<file path="config.mk">
export PLATFORM = sky130hd
export DESIGN_NAME = spi_sclk_divgen
export DESIGN_NICKNAME = d
export VERILOG_FILES = /design/src/rtl/spi_div_pkg.sv /design/src/rtl/spi_half_calc.sv /design/src/rtl/spi_edge_timer.sv /design/src/rtl/spi_sample_gen.sv /design/src/rtl/spi_sclk_divgen.sv
export SDC_FILE = /design/constraint.sdc
export NUM_CORES = 1
export LEC_CHECK = 0
export BUFFER_PORTS_ARGS = -buffer_cell sky130_fd_sc_hd__buf_2
export CAP_MARGIN = 5
export CORE_MARGIN = 5
export CORE_UTILIZATION = 50
export DETAILED_ROUTE_END_ITERATION = 10
export HOLD_SLACK_MARGIN = 0.12
export PLACE_DENSITY = 0.77
export SYNTH_ARGS = -nofsm -noshare
export SYNTH_HDL_FRONTEND = slang
export SYNTH_SLANG_ARGS = --single-unit
</file>
<file path="constraint.sdc">
create_clock -name clk -period 5.7 [get_ports clk]
set_clock_uncertainty 0.05 [all_clocks]
set_input_delay 0.855 -clock clk [delete_from_list [all_inputs] [get_ports clk]]
set_output_delay 0.855 -clock clk [all_outputs]
set_load 0.01 [all_outputs]
</file>
<file path="src/rtl/spi_div_pkg.sv">
// Shared sizing for the serial clock divider.
// Assumes the exponent field stays small enough that 2^(2^EXP_W-2) fits in a counter.
package spi_div_pkg;
    localparam int unsigned DEF_LIN_W = 8;
    localparam int unsigned DEF_EXP_W = 4;
    localparam logic [7:0]  RST_LIN   = 8'd2;

    // Counter width that holds the largest half period of either scheme.
    function automatic int unsigned half_width(input int unsigned lin_w, input int unsigned exp_w);
        int unsigned pw;
        pw = (1 << exp_w) - 1;
        return ((lin_w + 1) > pw) ? (lin_w + 1) : pw;
    endfunction
endpackage

</file>
<file path="src/rtl/spi_half_calc.sv">
// Half-period calculator: turns the divider fields into a half period in bus cycles.
// Assumes expo is never large enough to shift past CNT_W-1.
module spi_half_calc #(
    parameter int unsigned LIN_W = 8,
    parameter int unsigned EXP_W = 4,
    parameter int unsigned CNT_W = 15
) (
    input  logic             sel,
    input  logic [LIN_W-1:0] lin,
    input  logic [EXP_W-1:0] expo,
    output logic [CNT_W-1:0] half
);
    localparam logic [CNT_W-1:0] ONE = CNT_W'(1);

    // Pick linear (n+1) or power-of-two (2^(n-1), clamped at 1).
    always_comb begin
        if (sel) begin
            half = CNT_W'(lin) + ONE;
        end else if (expo == '0) begin
            half = ONE;
        end else begin
            half = ONE << (expo - EXP_W'(1));
        end
    end
endmodule

</file>
<file path="src/rtl/spi_edge_timer.sv">
// Edge timer: counts half periods and issues leading/trailing strobes.
// Assumes half >= 1 and stays stable while active is high.
module spi_edge_timer #(
    parameter int unsigned CNT_W = 15
) (
    input  logic             clk,
    input  logic             rst_n,
    input  logic             run,
    input  logic [CNT_W-1:0] half,
    output logic             active,
    output logic             sclk,
    output logic             lead_stb,
    output logic             trail_stb
);
    logic [CNT_W-1:0] cnt_q;
    logic             phase_q;
    logic             edge_now;

    assign edge_now  = active && (cnt_q == '0);
    assign lead_stb  = edge_now && !phase_q;
    assign trail_stb = edge_now && phase_q;
    assign sclk      = phase_q;

    // Start on run, reload each half period, stop after a trailing edge.
    always_ff @(posedge clk) begin
        if (!rst_n) begin
            active  <= 1'b0;
            phase_q <= 1'b0;
            cnt_q   <= '0;
        end else if (!active) begin
            phase_q <= 1'b0;
            if (run) begin
                active <= 1'b1;
                cnt_q  <= half - CNT_W'(1);
            end
        end else if (edge_now) begin
            cnt_q <= half - CNT_W'(1);
            if (!phase_q) begin
                phase_q <= 1'b1;
            end else begin
                phase_q <= 1'b0;
                if (!run) begin
                    active <= 1'b0;
                end
            end
        end else begin
            cnt_q <= cnt_q - CNT_W'(1);
        end
    end

    p_lead_rise_r6: assert property (@(posedge clk) disable iff (!rst_n)
        lead_stb |=> sclk);
    p_trail_fall_r6: assert property (@(posedge clk) disable iff (!rst_n)
        trail_stb |=> !sclk);
    p_stop_quiet_r8: assert property (@(posedge clk) disable iff (!rst_n)
        (trail_stb && !run) |=> (!lead_stb && !trail_stb && !sclk));
    p_half_hold_r7: assert property (@(posedge clk) disable iff (!rst_n)
        (active && $past(active)) |-> $stable(half));
    p_edges_apart_r11: assert property (@(posedge clk) disable iff (!rst_n)
        lead_stb |=> !lead_stb);
endmodule

</file>
<file path="src/rtl/spi_sample_gen.sv">
// Sample strobe generator: passes the leading strobe or a one-cycle-late copy.
// Assumes late is held constant for the whole transfer.
module spi_sample_gen (
    input  logic clk,
    input  logic rst_n,
    input  logic late,
    input  logic lead_stb,
    output logic smp_stb
);
    logic lead_q;

    // Remember last cycle's leading strobe for the delayed capture point.
    always_ff @(posedge clk) begin
        if (!rst_n) begin
            lead_q <= 1'b0;
        end else begin
            lead_q <= lead_stb;
        end
    end

    assign smp_stb = late ? lead_q : lead_stb;

    p_late_follow_r10: assert property (@(posedge clk) disable iff (!rst_n)
        (late && lead_stb) |=> smp_stb);
    p_smp_origin_r9: assert property (@(posedge clk) disable iff (!rst_n)
        smp_stb |-> (lead_stb || $past(lead_stb)));
endmodule

</file>
<file path="src/rtl/spi_sclk_divgen.sv">
// Serial clock divider top: captures configuration at transfer start and
// drives the edge timer and the sample strobe generator.
// Assumes master operation; polarity and phase mapping happen downstream.
module spi_sclk_divgen #(
    parameter int unsigned LIN_W = spi_div_pkg::DEF_LIN_W,
    parameter int unsigned EXP_W = spi_div_pkg::DEF_EXP_W
) (
    input  logic             clk,
    input  logic             rst_n,
    input  logic             run_i,
    input  logic             div_sel_i,
    input  logic [LIN_W-1:0] div_lin_i,
    input  logic [EXP_W-1:0] div_exp_i,
    input  logic             smp_dly_i,
    input  logic             smp_norm_i,
    output logic             sclk_o,
    output logic             lead_o,
    output logic             trail_o,
    output logic             smp_o
);
    localparam int unsigned CNT_W = spi_div_pkg::half_width(LIN_W, EXP_W);

    logic             active;
    logic             sel_q, late_q;
    logic [LIN_W-1:0] lin_q;
    logic [EXP_W-1:0] exp_q;
    logic             sel_use;
    logic [LIN_W-1:0] lin_use;
    logic [EXP_W-1:0] exp_use;
    logic [CNT_W-1:0] half;
    logic             starting;

    assign starting = !active && run_i;

    // Capture the configuration when a transfer begins.
    always_ff @(posedge clk) begin
        if (!rst_n) begin
            sel_q  <= 1'b0;
            lin_q  <= LIN_W'(spi_div_pkg::RST_LIN);
            exp_q  <= '0;
            late_q <= 1'b0;
        end else if (starting) begin
            sel_q  <= div_sel_i;
            lin_q  <= div_lin_i;
            exp_q  <= div_exp_i;
            late_q <= smp_dly_i && !smp_norm_i;
        end
    end

    // Use the live fields for the first load, the held ones while running.
    always_comb begin
        sel_use = active ? sel_q : div_sel_i;
        lin_use = active ? lin_q : div_lin_i;
        exp_use = active ? exp_q : div_exp_i;
    end

    spi_half_calc #(.LIN_W(LIN_W), .EXP_W(EXP_W), .CNT_W(CNT_W)) half_i (
        .sel  (sel_use),
        .lin  (lin_use),
        .expo (exp_use),
        .half (half)
    );

    spi_edge_timer #(.CNT_W(CNT_W)) edge_i (
        .clk       (clk),
        .rst_n     (rst_n),
        .run       (run_i),
        .half      (half),
        .active    (active),
        .sclk      (sclk_o),
        .lead_stb  (lead_o),
        .trail_stb (trail_o)
    );

    spi_sample_gen smp_i (
        .clk      (clk),
        .rst_n    (rst_n),
        .late     (late_q),
        .lead_stb (lead_o),
        .smp_stb  (smp_o)
    );

    p_idle_quiet_r1: assert property (@(posedge clk) disable iff (!rst_n)
        (!active && !$past(active)) |-> (!sclk_o && !lead_o && !trail_o && !smp_o));
    p_late_hold_r7: assert property (@(posedge clk) disable iff (!rst_n)
        (active && $past(active)) |-> ($stable(late_q) && $stable(sel_q)));
endmodule

</file>
==> reports/metrics.csv <==
metric;value;unit
RSZ-0062 raised after global routing;no;
XOR/XNOR share of the synthesized area;3.82;%
dpl cells;418;
num ports;22;
H-tree levels;2;
type of the worst min-delay path;reg -> reg;
setup TNS;0;ps
Min-Delay Path Depth;2;
area leader, netlist;dfxtp_1;
Post-Layout Cell Count;426;
GRT Overall Usage;20.4;%
sw frac;37.2;%
WL/cell;16.8;um
critical path arrival;2680;ps
CP Class;reg -> out;
global-route wire length before repair;11.9;mm
Final Max Tran Viols;0;
switching component of the power;0.288;mW
CP endpoint kind;output port;
Worst Path Max Fanout;41;
number of core rows;27;
Synth top cells by count;nand2_1, dfxtp_1, nor2_1;
cell count after synthesis;348;
Final Cycle Share;62.8;%
measured slew at the worst slew-check pin;1140;ps
CP Launch Type;register;
Clk Tree Root Cell;clkbuf_8;
share of post-route cells with drive strength above 1;18.1;%
part of the Yosys area used for sequential elements;23.3;%
CTS Sinks;32;
die width;84.2;um
clk_lat worst skew;300;ps
register share of total power;36.4;%
clock-pin slew on the worst setup and hold paths;80;ps
Crit Reg-Reg Endpoint;edge_i.cnt_q[10];
CP max-delay cell;dfxtp_2;
Post-Synth Simple-Gate Area;33.0;%
start of the worst register-to-register path;edge_i.active;
Clk pwr share;29.1;%
GPL Wtd Cong;0.963;
top cell type's share of synthesized area;23.3;%
mux contribution to synthesized area;6.45;%
residual DRC count;0;
CTS tree;done;
grt total ovfl;0;
DR vias;2648;
r2r worst-path depth;9;
internal power;0.487;mW
Top FF cell, synth;dfxtp_1;
Final Net Count;374;
Synth Area in Compound Gates;26.3;%
placed wire-length estimate;5.19;mm
fmax;279;MHz
CP max stage delay;830;ps
min Tclk post-route;3580;ps
max-cap violations;0;
hold buffers post-CTS;0;
combinational power share;34.5;%
vias in the first global route;2430;
Initial Utilization;50.6;%
pin count of the biggest net entering global routing;42;
PostCTS Resize Cnt;0;
post-synthesis cell area;2750;um^2
Iter 0 DRT Violations;198;
largest cells by area after synthesis;dfxtp_1, nand2_1, a21boi_0, xnor2_1, a21oi_1;
outcome;finished clean;
PwrDens;265;nW/um^2
Via density;6.22;
Detail Route Antenna Nets;0;
Worst slew margin;24.1;%
Yosys Warn Count;0;
drt pass-1 iters;5;
Mapped Avg Cell Area;7.91;um^2
routed wire length;7.14;mm
CTS max path bufs;2;
Port Buffers;21;
Critical Path, Cell by Cell;buf_4 -> nand3_1 -> nor4_1 -> mux2_2 -> buf_2;
CP Data Required Time;4800;ps
syn_nets;369;
count of flip-flops with a built-in enable after synthesis;0;
Synth Area in Adders;1.36;%
combinational family with the most area after synthesis;simple AND/OR/NAND/NOR gates;
Leak;1.06;nW
initial antenna violation count;0;
synth-to-layout area growth;6.41;%
Setup Viol. Count Final;0;
Yosys reg bits;32;
library cells used by synthesis;70;
hold path start;edge_i.cnt_q[14];
Peak VDD IR;0.120;mV
FF-to-FF setup slack;2360;ps
die height;84.2;um
Fin. Hold Viols;0;
CTS Buf Count;5;
Synth async-reset ratio;0;%
hold path endpoint;edge_i.cnt_q[14];
Antenna diodes;0;
Filler Cells Inserted;524;
most frequent cell after synthesis;nand2_1;
Setup Buffers After CTS;0;
Die Area;7090;um^2
floorplan core area;5440;um^2
Critical Path Start;edge_i.active;
## stage by stage
stage | instance area (um^2) | power, mW | utilization (%) | hold slack (ps) | setup WS [ps]
6_report | 2930 | 0.776 | 53.9 | 407 | 2120
3_5_place_dp | 2820 | 0.550 | 51.8 | 403 | 2430
5_1_grt | 2930 | 0.820 | 53.9 | 448 | 1990
2_1_floorplan | 2750 | 0.493 | - | 389 | 2560
4_1_cts | 2930 | 0.774 | 53.9 | 413 | 2180
3_3_place_gp | 2820 | 0.543 | 51.8 | 400 | 2450
## state kept, by name, indices dropped and copies added, names as in the netlist
name	cells
edge_i.cnt_q	15
late_q	1
exp_q	4
smp_i.lead_q	1
edge_i.active	1
lin_q	8
sel_q	1
edge_i.sclk	1
## worst max path at each step
stage                                  end  slack, ps  cells past startpoint
after CTS                            smp_o       2180                      5
after detailed placement  edge_i.cnt_q[10]       2430                     10
after global routing                 smp_o       1990                      5
final                                smp_o       2120                      5
after floorplan           edge_i.cnt_q[10]       2560                     14
after global placement    edge_i.cnt_q[12]       2450                     10
## layout make-up
class	count	area, um^2	share of cell area [%]
Clock buffer	5	68.8	2.35
Tap cell	72	90.1	3.08
Multi-Input combinational cell	286	1950	66.6
Inverter	6	22.5	0.769
Sequential cell	32	642	21.9
Clock inverter	3	42.5	1.45
Timing Repair Buffer	22	113	3.84
## worst max-delay path, delay by kind of cell (launching register included)
family,cells,cell delay (ps)
buf+inv,2,510
flops,1,830
mux,1,290
simple gates,2,750
## cell usage in the layout, fill, tap and decap left out, drive strengths merged, types with 9 or more instances in the layout
master  count
a21boi     18
buf        22
a21oi      17
xnor2      10
dfxtp      32
nand2      52
nand3      15
o21ai      21
nand4      10
nor2       19
nor3        9
## per-layer routing
metal / up-vias / global-route usage, % / routed length (um)
li1: 1298 / - / -
met1: 1228 / 27.9 / 3340
met2: 109 / 32.9 / 3240
met3: 13 / 3.24 / 411
met4: 0 / 6.87 / 150
met5: - / 0 / 0
## power by group through the flow
stage          Sequential (mW)  Combinational (mW)  Clock, mW
2_1_floorplan            0.272               0.221          0
3_3_place_gp             0.285               0.258          0
3_5_place_dp             0.287               0.263          0
4_1_cts                  0.281               0.265      0.228
5_1_grt                  0.287               0.294      0.240
6_report                 0.282               0.268      0.226
## cell families (layout without fill, tap and decap cells)
group | after synthesis | after routing
AO/OA/AOI/OAI | 100 | 100
XOR/XNOR | 12 | 12
adder cells (fa/ha/maj) | 3 | 3
buffers and inverters | 30 | 36
flip-flops | 32 | 32
multiplexers | 16 | 16
AND/OR/NAND/NOR | 155 | 155
No activity file was read; power rests on OpenSTA's default activity.
